--- src/rtl/rpc_pkg.sv ---
package rpc_pkg;
  // Per-cycle commands from the control unit to the datapath
  typedef struct packed {
    logic loadBase;   // start a new prefetch window at reqAddr
    logic fillWrite;  // store one returned upstream word
    logic consume;    // master took the head word
  } rpcStrobes_t;
endpackage

--- src/rtl/rpc_datapath.sv ---
module rpc_datapath
  import rpc_pkg::*;
#(
  parameter int DATA_W = 32,
  parameter int ADDR_W = 32,
  parameter int DEPTH  = 64,
  parameter int LEN_W  = $clog2(DEPTH + 1)
) (
  input  logic              clk,
  input  logic              rstN,
  input  rpcStrobes_t       strobes,
  input  logic [ADDR_W-1:0] reqAddr,
  input  logic [DATA_W-1:0] upRspData,
  input  logic [LEN_W-1:0]  fetchLen,
  output logic              addrMatch,
  output logic              headReady,
  output logic              drainDone,
  output logic              fillDone,
  output logic [DATA_W-1:0] rdData,
  output logic [ADDR_W-1:0] upReqAddr,
  output logic [LEN_W-1:0]  upReqWords
);
  localparam int IDX_W = $clog2(DEPTH);
  localparam logic [ADDR_W-1:0] WORD_STEP = ADDR_W'(DATA_W / 8);

  logic [DATA_W-1:0] store [DEPTH];
  logic [ADDR_W-1:0] nextAddr;
  logic [ADDR_W-1:0] baseAddr;
  logic [LEN_W-1:0]  headCnt;
  logic [LEN_W-1:0]  fillCnt;
  logic [LEN_W-1:0]  lenHeld;

  always_ff @(posedge clk) begin
    if (strobes.fillWrite) store[fillCnt[IDX_W-1:0]] <= upRspData;
  end

  always_ff @(posedge clk) begin
    if (!rstN) begin
      nextAddr <= '0;
      baseAddr <= '0;
      headCnt  <= '0;
      fillCnt  <= '0;
      lenHeld  <= '0;
    end else if (strobes.loadBase) begin
      nextAddr <= reqAddr;
      baseAddr <= reqAddr;
      headCnt  <= '0;
      fillCnt  <= '0;
      lenHeld  <= fetchLen;
    end else begin
      if (strobes.fillWrite) fillCnt <= fillCnt + LEN_W'(1);
      if (strobes.consume) begin
        headCnt  <= headCnt + LEN_W'(1);
        nextAddr <= nextAddr + WORD_STEP;
      end
    end
  end

  assign addrMatch  = (reqAddr == nextAddr);
  assign headReady  = (headCnt < fillCnt);
  assign drainDone  = ((headCnt + LEN_W'(1)) == lenHeld);
  assign fillDone   = ((fillCnt + LEN_W'(1)) == lenHeld);
  assign rdData     = store[headCnt[IDX_W-1:0]];
  assign upReqAddr  = baseAddr;
  assign upReqWords = lenHeld;
endmodule

--- src/rtl/rpc_ctrl.sv ---
module rpc_ctrl
  import rpc_pkg::*;
#(
  parameter int DEPTH   = 64,
  parameter int HOLD_W  = 16,
  parameter int LINES_W = 4,
  parameter int LEN_W   = $clog2(DEPTH + 1)
) (
  input  logic               clk,
  input  logic               rstN,
  input  logic               cfgCacheEn,
  input  logic [1:0]         cfgLineSel,
  input  logic [LINES_W-1:0] cfgLines,
  input  logic [HOLD_W-1:0]  cfgHold,
  input  logic               reqValid,
  input  logic               reqLast,
  input  logic               addrMatch,
  input  logic               headReady,
  input  logic               drainDone,
  input  logic               fillDone,
  input  logic               upReqReady,
  input  logic               upRspValid,
  output rpcStrobes_t        strobes,
  output logic [LEN_W-1:0]   fetchLen,
  output logic               rspAck,
  output logic               rspRetry,
  output logic               rspStop,
  output logic               upReqValid
);
  // 128-byte lines are 32 words: shift by up to 5
  localparam int RAW_W = LINES_W + 6;

  logic              bufValid;
  logic              busy;
  logic              reqPend;
  logic [HOLD_W-1:0] age;

  logic [LINES_W-1:0] linesEff;
  logic [RAW_W-1:0]   rawWords;
  logic               hit, disconnect, staleReq, fetchStart;
  logic               idleTick, expire, dropBuf;
  logic [HOLD_W-1:0]  nextAge;

  // Prefetch length in words, capped at the buffer depth
  always_comb begin
    linesEff = (cfgLines == '0) ? LINES_W'(1) : cfgLines;
    rawWords = RAW_W'(linesEff) << ({1'b0, cfgLineSel} + 3'd2);
    fetchLen = (rawWords > RAW_W'(DEPTH)) ? LEN_W'(DEPTH) : LEN_W'(rawWords);
  end

  always_comb begin
    hit        = bufValid && addrMatch && headReady;
    rspAck     = reqValid && hit;
    rspRetry   = reqValid && !hit;
    rspStop    = rspAck && drainDone;
    disconnect = rspAck && (reqLast || drainDone);
    staleReq   = rspRetry && bufValid && !addrMatch;
    fetchStart = rspRetry && !busy && !(bufValid && addrMatch);
    idleTick   = bufValid && !busy && !reqValid;
    nextAge    = age + HOLD_W'(1);
    expire     = idleTick && (cfgHold != '0) && (nextAge == cfgHold);
    dropBuf    = (disconnect && (drainDone || !cfgCacheEn)) || staleReq || expire;

    strobes.loadBase  = fetchStart;
    strobes.fillWrite = busy && upRspValid;
    strobes.consume   = rspAck;
  end

  always_ff @(posedge clk) begin
    if (!rstN) begin
      bufValid <= 1'b0;
      busy     <= 1'b0;
      reqPend  <= 1'b0;
      age      <= '0;
    end else begin
      if (fetchStart)   bufValid <= 1'b1;
      else if (dropBuf) bufValid <= 1'b0;

      if (fetchStart)                          busy <= 1'b1;
      else if (strobes.fillWrite && fillDone)  busy <= 1'b0;

      if (fetchStart)      reqPend <= 1'b1;
      else if (upReqReady) reqPend <= 1'b0;

      if (fetchStart || disconnect) age <= '0;
      else if (idleTick)            age <= nextAge;
    end
  end

  assign upReqValid = reqPend;
endmodule

--- src/rtl/rd_prefetch_cache.sv ---
module rd_prefetch_cache
  import rpc_pkg::*;
#(
  parameter int DATA_W  = 32,
  parameter int ADDR_W  = 32,
  parameter int DEPTH   = 64,
  parameter int HOLD_W  = 16,
  parameter int LINES_W = 4,
  localparam int LEN_W  = $clog2(DEPTH + 1)
) (
  input  logic               clk,
  input  logic               rstN,
  input  logic               cfgCacheEn,
  input  logic [1:0]         cfgLineSel,
  input  logic [LINES_W-1:0] cfgLines,
  input  logic [HOLD_W-1:0]  cfgHold,
  input  logic               reqValid,
  input  logic [ADDR_W-1:0]  reqAddr,
  input  logic               reqLast,
  output logic               rspAck,
  output logic               rspRetry,
  output logic               rspStop,
  output logic [DATA_W-1:0]  rspData,
  output logic               upReqValid,
  output logic [ADDR_W-1:0]  upReqAddr,
  output logic [LEN_W-1:0]   upReqWords,
  input  logic               upReqReady,
  input  logic               upRspValid,
  input  logic [DATA_W-1:0]  upRspData
);
  rpcStrobes_t       strobes;
  logic [LEN_W-1:0]  fetchLen;
  logic              addrMatch, headReady, drainDone, fillDone;
  logic [DATA_W-1:0] rdData;

  rpc_ctrl #(
    .DEPTH(DEPTH), .HOLD_W(HOLD_W), .LINES_W(LINES_W), .LEN_W(LEN_W)
  ) ctrl (
    .clk(clk), .rstN(rstN),
    .cfgCacheEn(cfgCacheEn), .cfgLineSel(cfgLineSel),
    .cfgLines(cfgLines), .cfgHold(cfgHold),
    .reqValid(reqValid), .reqLast(reqLast),
    .addrMatch(addrMatch), .headReady(headReady),
    .drainDone(drainDone), .fillDone(fillDone),
    .upReqReady(upReqReady), .upRspValid(upRspValid),
    .strobes(strobes), .fetchLen(fetchLen),
    .rspAck(rspAck), .rspRetry(rspRetry), .rspStop(rspStop),
    .upReqValid(upReqValid)
  );

  rpc_datapath #(
    .DATA_W(DATA_W), .ADDR_W(ADDR_W), .DEPTH(DEPTH), .LEN_W(LEN_W)
  ) dpath (
    .clk(clk), .rstN(rstN), .strobes(strobes),
    .reqAddr(reqAddr), .upRspData(upRspData), .fetchLen(fetchLen),
    .addrMatch(addrMatch), .headReady(headReady),
    .drainDone(drainDone), .fillDone(fillDone),
    .rdData(rdData), .upReqAddr(upReqAddr), .upReqWords(upReqWords)
  );

  assign rspData = rspAck ? rdData : '0;
endmodule

--- config.mk ---
export PLATFORM = sky130hd
export DESIGN_NAME = rd_prefetch_cache
export DESIGN_NICKNAME = d
export VERILOG_FILES = /design/src/rtl/rpc_pkg.sv /design/src/rtl/rpc_datapath.sv /design/src/rtl/rpc_ctrl.sv /design/src/rtl/rd_prefetch_cache.sv
export SDC_FILE = /design/constraint.sdc
export NUM_CORES = 2
export LEC_CHECK = 0
export BUFFER_PORTS_ARGS = -buffer_cell sky130_fd_sc_hd__buf_4
export CAP_MARGIN = 30
export CORE_ASPECT_RATIO = 0.75
export CORE_MARGIN = 5
export CORE_UTILIZATION = 30
export DETAILED_ROUTE_END_ITERATION = 8
export PLACE_DENSITY = 0.45
export SETUP_SLACK_MARGIN = 0.4
export SLEW_MARGIN = 20
export SYNTH_ARGS = -nofsm -noshare
export SYNTH_HDL_FRONTEND = slang
export SYNTH_SLANG_ARGS = --single-unit
--- constraint.sdc ---
create_clock -name clk -period 12 [get_ports clk]
set_input_delay 0.6 -clock clk [delete_from_list [all_inputs] [get_ports clk]]
set_output_delay 0.6 -clock clk [all_outputs]
set_load 0.02 [all_outputs]
; Word-level counts from Yosys, hierarchy flattened
; Memory sizes are Yosys's and may differ from the RTL's. A register that Yosys moved wholly into a read port is not among the register bits.
; Cells that the tools add are included.
[word_totals]
regBits = 104
mem_bits_rw = 2048
in_bits = 93
out_inout_bits = 75
wordCells = 74
memories = 1
[classes]
addsub = 5
order_cmp = 2
n_eq_ne = 4
shifts = 1
muxes = 15
bitwise_logic = 1
n_reduce_logical = 36
[memory_table]
columns = memory, depth, word_bits, read_ports, rd_clocked_by_memory_dff, write_ports, line_no
row1 = dpath.store, 64, 32, 1, 1, 1, rpc_datapath.sv:26  ; logic [DATA_W-1:0] store [DEPTH];
[ops]
columns = op, n
row1 = $mux 32, 3
row2 = $add 32x3->32 const B, 1
row3 = $eq 32x32->1, 1
row4 = $logic_and 1x1->1, 17
row5 = $add 16x1->16 const B, 1
row6 = $eq 16x16->1, 1
row7 = $reduce_bool 16->1, 1
row8 = $add 7x1->7 const B, 2
row9 = $eq 7x7->1, 2
row10 = $mux 6, 2
row11 = $gt 10x7->1 const B, 1
row12 = $shl 4x3->10, 1
row13 = $mux 1, 8
row14 = $reduce_bool 2->1, 4
row15 = $lt 7x7->1, 1
row16 = $mux 7, 1
row17 = $logic_not 1->1, 6
row18 = $logic_or 1x1->1, 5
row19 = $logic_not 4->1, 1
row20 = $mux 4, 1
row21 = $reduce_or 2->1, 2
row22 = $add 2x2->3 const B, 1
row23 = $not 1->1, 1

; Logic depth before layout (Yosys ltp)
[logic_depth]
word_depth = 11
ltp_mapped = 13
mapped_depth_nobuf = 10

; Cells and area by module
; From an unflattened synthesis, not the netlist that was laid out.
[hier_totals]
cells_unflattened = 4143
area_unflattened_um2 = 84895.2
[modules_own_cells]
columns = module, n_inst, cells_each, area_each_um2
row1 = rpc_datapath, 1, 3920, 83192.3
row2 = rpc_ctrl, 1, 188, 1447.6
row3 = rd_prefetch_cache, 1, 35, 255.2

; Least setup slack after synthesis
; No wires, ideal clock.
[synth_path]
path_type = input to register
from = input port upRspValid
to = memory dpath.store[40][0] (enable)
setup_ns = 0.502
t_arrival_ns = 4.374
slack_ns = 7.123
path_stages = 4
path_buffers = 1
path_cell_list = and2_1 -> clkbuf_1 -> nand4_1 -> nor4_1
[synth_via]
elab_chain_cells = 3
[synth_lines]
columns = item, line_no
row1 = start: declaration, rd_prefetch_cache.sv:28  ; input logic upRspValid,
row2 = $logic_and 1x1->1, rpc_ctrl.sv:65  ; strobes.fillWrite = busy && upRspValid;
row3 = $mux 1, rpc_datapath.sv:34  ; if (strobes.fillWrite) store[fillCnt[IDX_W-1:0]] <= upRspData;
row4 = $mux 1 (implied by the code), rpc_datapath.sv:34
row5 = end: declaration, rpc_datapath.sv:26
; No other way between the ends.

==> results.yml <==
drt:
  drt_wl_total_mm: 257
  first_pass_iters: 5
  route.met2.wl_mm: 120
  drt-met1-wl_mm: 113
  routed_via_density: 5.10
  drc_errors: 0
  wl_per_cell_um: 31.9
  route.met3.wl_mm: 16.7
  vias: 41000
  antenna_left: 0
  drt_iter0_drc: 4361
  top_layer_used: "met5"
sta:
  max_freq_ghz: 0.157
  slew_headroom_pct: 32.9
  fin_skew_ps: 37.0
  period_share_pct: 53.0
  rsz0062_at_grt: "no"
  slew_viol_final: 0
  tightestPinTransition_ps: 1000
  setup_tns_ps: 0
  period_minus_slack_ps: 6360
  hold_viol: 0
  report.final.setup_viol: 0
placement:
  dp_hpwl_mm: 139
  port_buffers: 167
  place_area_mm2: 0.0909
  dp.cells: 7623
  place.gp.congestion: 0.773
clock_network:
  numCtsBuffers: 220
  ctsLongestPathBuffers: 4
  cts_max_level: 4
  cts_sinks: 2158
  post_cts_resized: 0
  clock_latency_ps: 870
  post_cts_buffers: 0
  cts_tree: "yes"
  root_buffer: "clkbuf_16"
  path_clk_slew_ps: 70
grt:
  first_global_vias: 41400
  grt_max_degree: 125
  grt_overflow: 0
  antenna_found_initial: 21
  grt_pass1_wl_mm: 351
  grtUsageTotal_pct: 17.4
synth:
  ys_ff_latch: 2158
  synth_top_family_by_area: "multiplexers"
  postSynth.asyncResetShare_pct: 0
  yosys_warnings: 0
  synthCells: 3800
  ys.flop_type: "edfxtp_1"
  synth_cell_type_count: 66
  yosys.area_share.simple_pct: 2.55
  synth_fa_ha_area_share_pct: 0.161
  seq_area_frac_synth_pct: 75.8
  synth_nets: 3903
  synth_area_leader_cell: "edfxtp_1"
  synthMuxAreaShare_pct: 18.0
  synth_xor_area_share_pct: 0.953
  synth_area_leaders: "edfxtp_1, mux4_2, dfxtp_1"
  synth_top_area_share_pct: 73.2
  avgSynthCellArea_um2: 22.1
  synth_compound_area_share_pct: 1.40
  synth_edf_count: 2048
  synthesis.area_mm2: 0.0840
cells_and_area:
  fin_area_mm2: 0.0982
  areaGrowthSynthToFinish_pct: 16.9
  final_cells: 8050
  final_common_cell: "edfxtp_1"
  fillers: 25900
  drive_gt1_share_pct: 31.6
  final_nets: 4236
  layout_common_cells: "edfxtp_1, mux4_2, buf_4"
pwr:
  power.density_mw_per_mm2: 156
  vdd_drop_max_mv: 0.106
  power_leakage_nw: 29.1
floorplanning:
  die_y_um: 468
  die_w_um: 621
  num_rows: 168
  coreArea_mm2: 0.279
  start_util_pct: 30.1
  dieArea_mm2: 0.291
  io_pins: 168
status:
  outcome: "completed"
critical_path:
  crit_type: "register to output port"
  end_kind: "output port"
  cp_data_required_time_ps: 11400
  worst-path-max-fanout: 41
  cp-start-kind: "register"
  arrival_ps: 5760
min_path:
  min_path_type: "primary input to register"
job:
  drv_cap: 0
-- layout make-up --
| type | count | area [µm²] | area share, % |
|---|---|---|---|
| sequential | 2158 | 63700 | 64.9 |
| multi-input combinational | 1412 | 19900 | 20.2 |
| tap | 3740 | 4680 | 4.76 |
| antenna | 3 | 7.51 | 0.00764 |
| inverter | 22 | 83.8 | 0.0853 |
| clock buffer | 277 | 5870 | 5.97 |
| clock inverter | 119 | 1100 | 1.12 |
| timing repair buffer | 319 | 2900 | 2.95 |
-- through the flow --
step	hold slack, ps	utilization [%]	power, mW	setup WS, ps
4_1_cts	1.42	35.2	15.5	5450
3_5_place_dp	455	32.6	8.72	6410
2_1_floorplan	444	-	8.52	7120
5_1_grt	20.2	35.2	15.9	5170
3_3_place_gp	448	32.4	8.71	6350
6_report	66.9	35.2	15.4	5640
-- sequential cells by signal (all words and copies together), names as in the netlist, 7 cells and up, named ones only --
signal	flops
dpath.nextAddr	32
dpath.store	2048
dpath.fillCnt	7
dpath.upReqWords	7
dpath.upReqAddr	32
ctrl.age	16
dpath.headCnt	7
-- Yosys cell counts, drive strengths merged, types with 6 or more instances --
| cell type | instances |
|---|---|
| edfxtp | 2048 |
| mux4 | 669 |
| nand2 | 135 |
| clkbuf | 132 |
| nor2 | 116 |
| dfxtp | 110 |
| a21oi | 83 |
| buf | 76 |
| xnor2 | 54 |
| nand3 | 40 |
| xor2 | 34 |
| and2 | 31 |
| nor3 | 27 |
| inv | 21 |
| o21ai | 21 |
| nand4 | 19 |
| nor4 | 18 |
| a31o | 14 |
| a31oi | 14 |
| or3 | 13 |
| nand2b | 11 |
| ha | 10 |
| a211oi | 8 |
| and3 | 8 |
| nor2b | 7 |
| nor3b | 6 |
| o211ai | 6 |
-- power by group --
group | total [mW] | internal [mW] | switching [mW]
clock network | 6.79 | 3.89 | 2.90
logic | 0.284 | 0.0812 | 0.202
registers | 8.28 | 8.25 | 0.0241
-- critical path, cell delays in order, from the launching register on --
cell and delay (ps):
dfxtp_4 760, buf_4 690, buf_4 800, mux4_2 600
mux4_2 510, nor2b_1 160, a211oi_1 780, a211oi_1 270
buf_4 250
-- worst paths after layout --
kind / from / endpoint / slack [ps] / cells past startpoint
worst max-delay path: register / rspData[15] / 5640 / 8
worst min-delay path: reqAddr[18] / dpath.upReqAddr[18] / 70 / 3
worst max register to register: dpath.fillCnt[2] / dpath.nextAddr[15] / 7500 / 11
worst min register to register: dpath.upReqAddr[1] / dpath.upReqAddr[1] / 460 / 2
-- kinds of logic (layout without fill, tap and decap cells) --
group                    after synthesis  count (layout)
AO/OA/AOI/OAI                        187             187
XOR/XNOR                              89              89
adder cells (fa/ha/maj)               11              11
buffers and inverters                230             737
flip-flops                          2158            2158
multiplexers                         676             676
other                                  0               3
AND/OR/NAND/NOR                      449             449
-- metal layers --
metal,vias to the layer above,track usage (%)
met3,335,3.65
met1,22600,24.5
met4,6,4.57
met2,1324,27.4
met5,-,0
li1,16700,-
-- timing repair --
action	4_1_cts	5_1_grt
endpoints found under the setup margin	0	0
endpoints found under the hold margin	42	0
hold buffers	25	0
(Power assumes the default switching activity.)
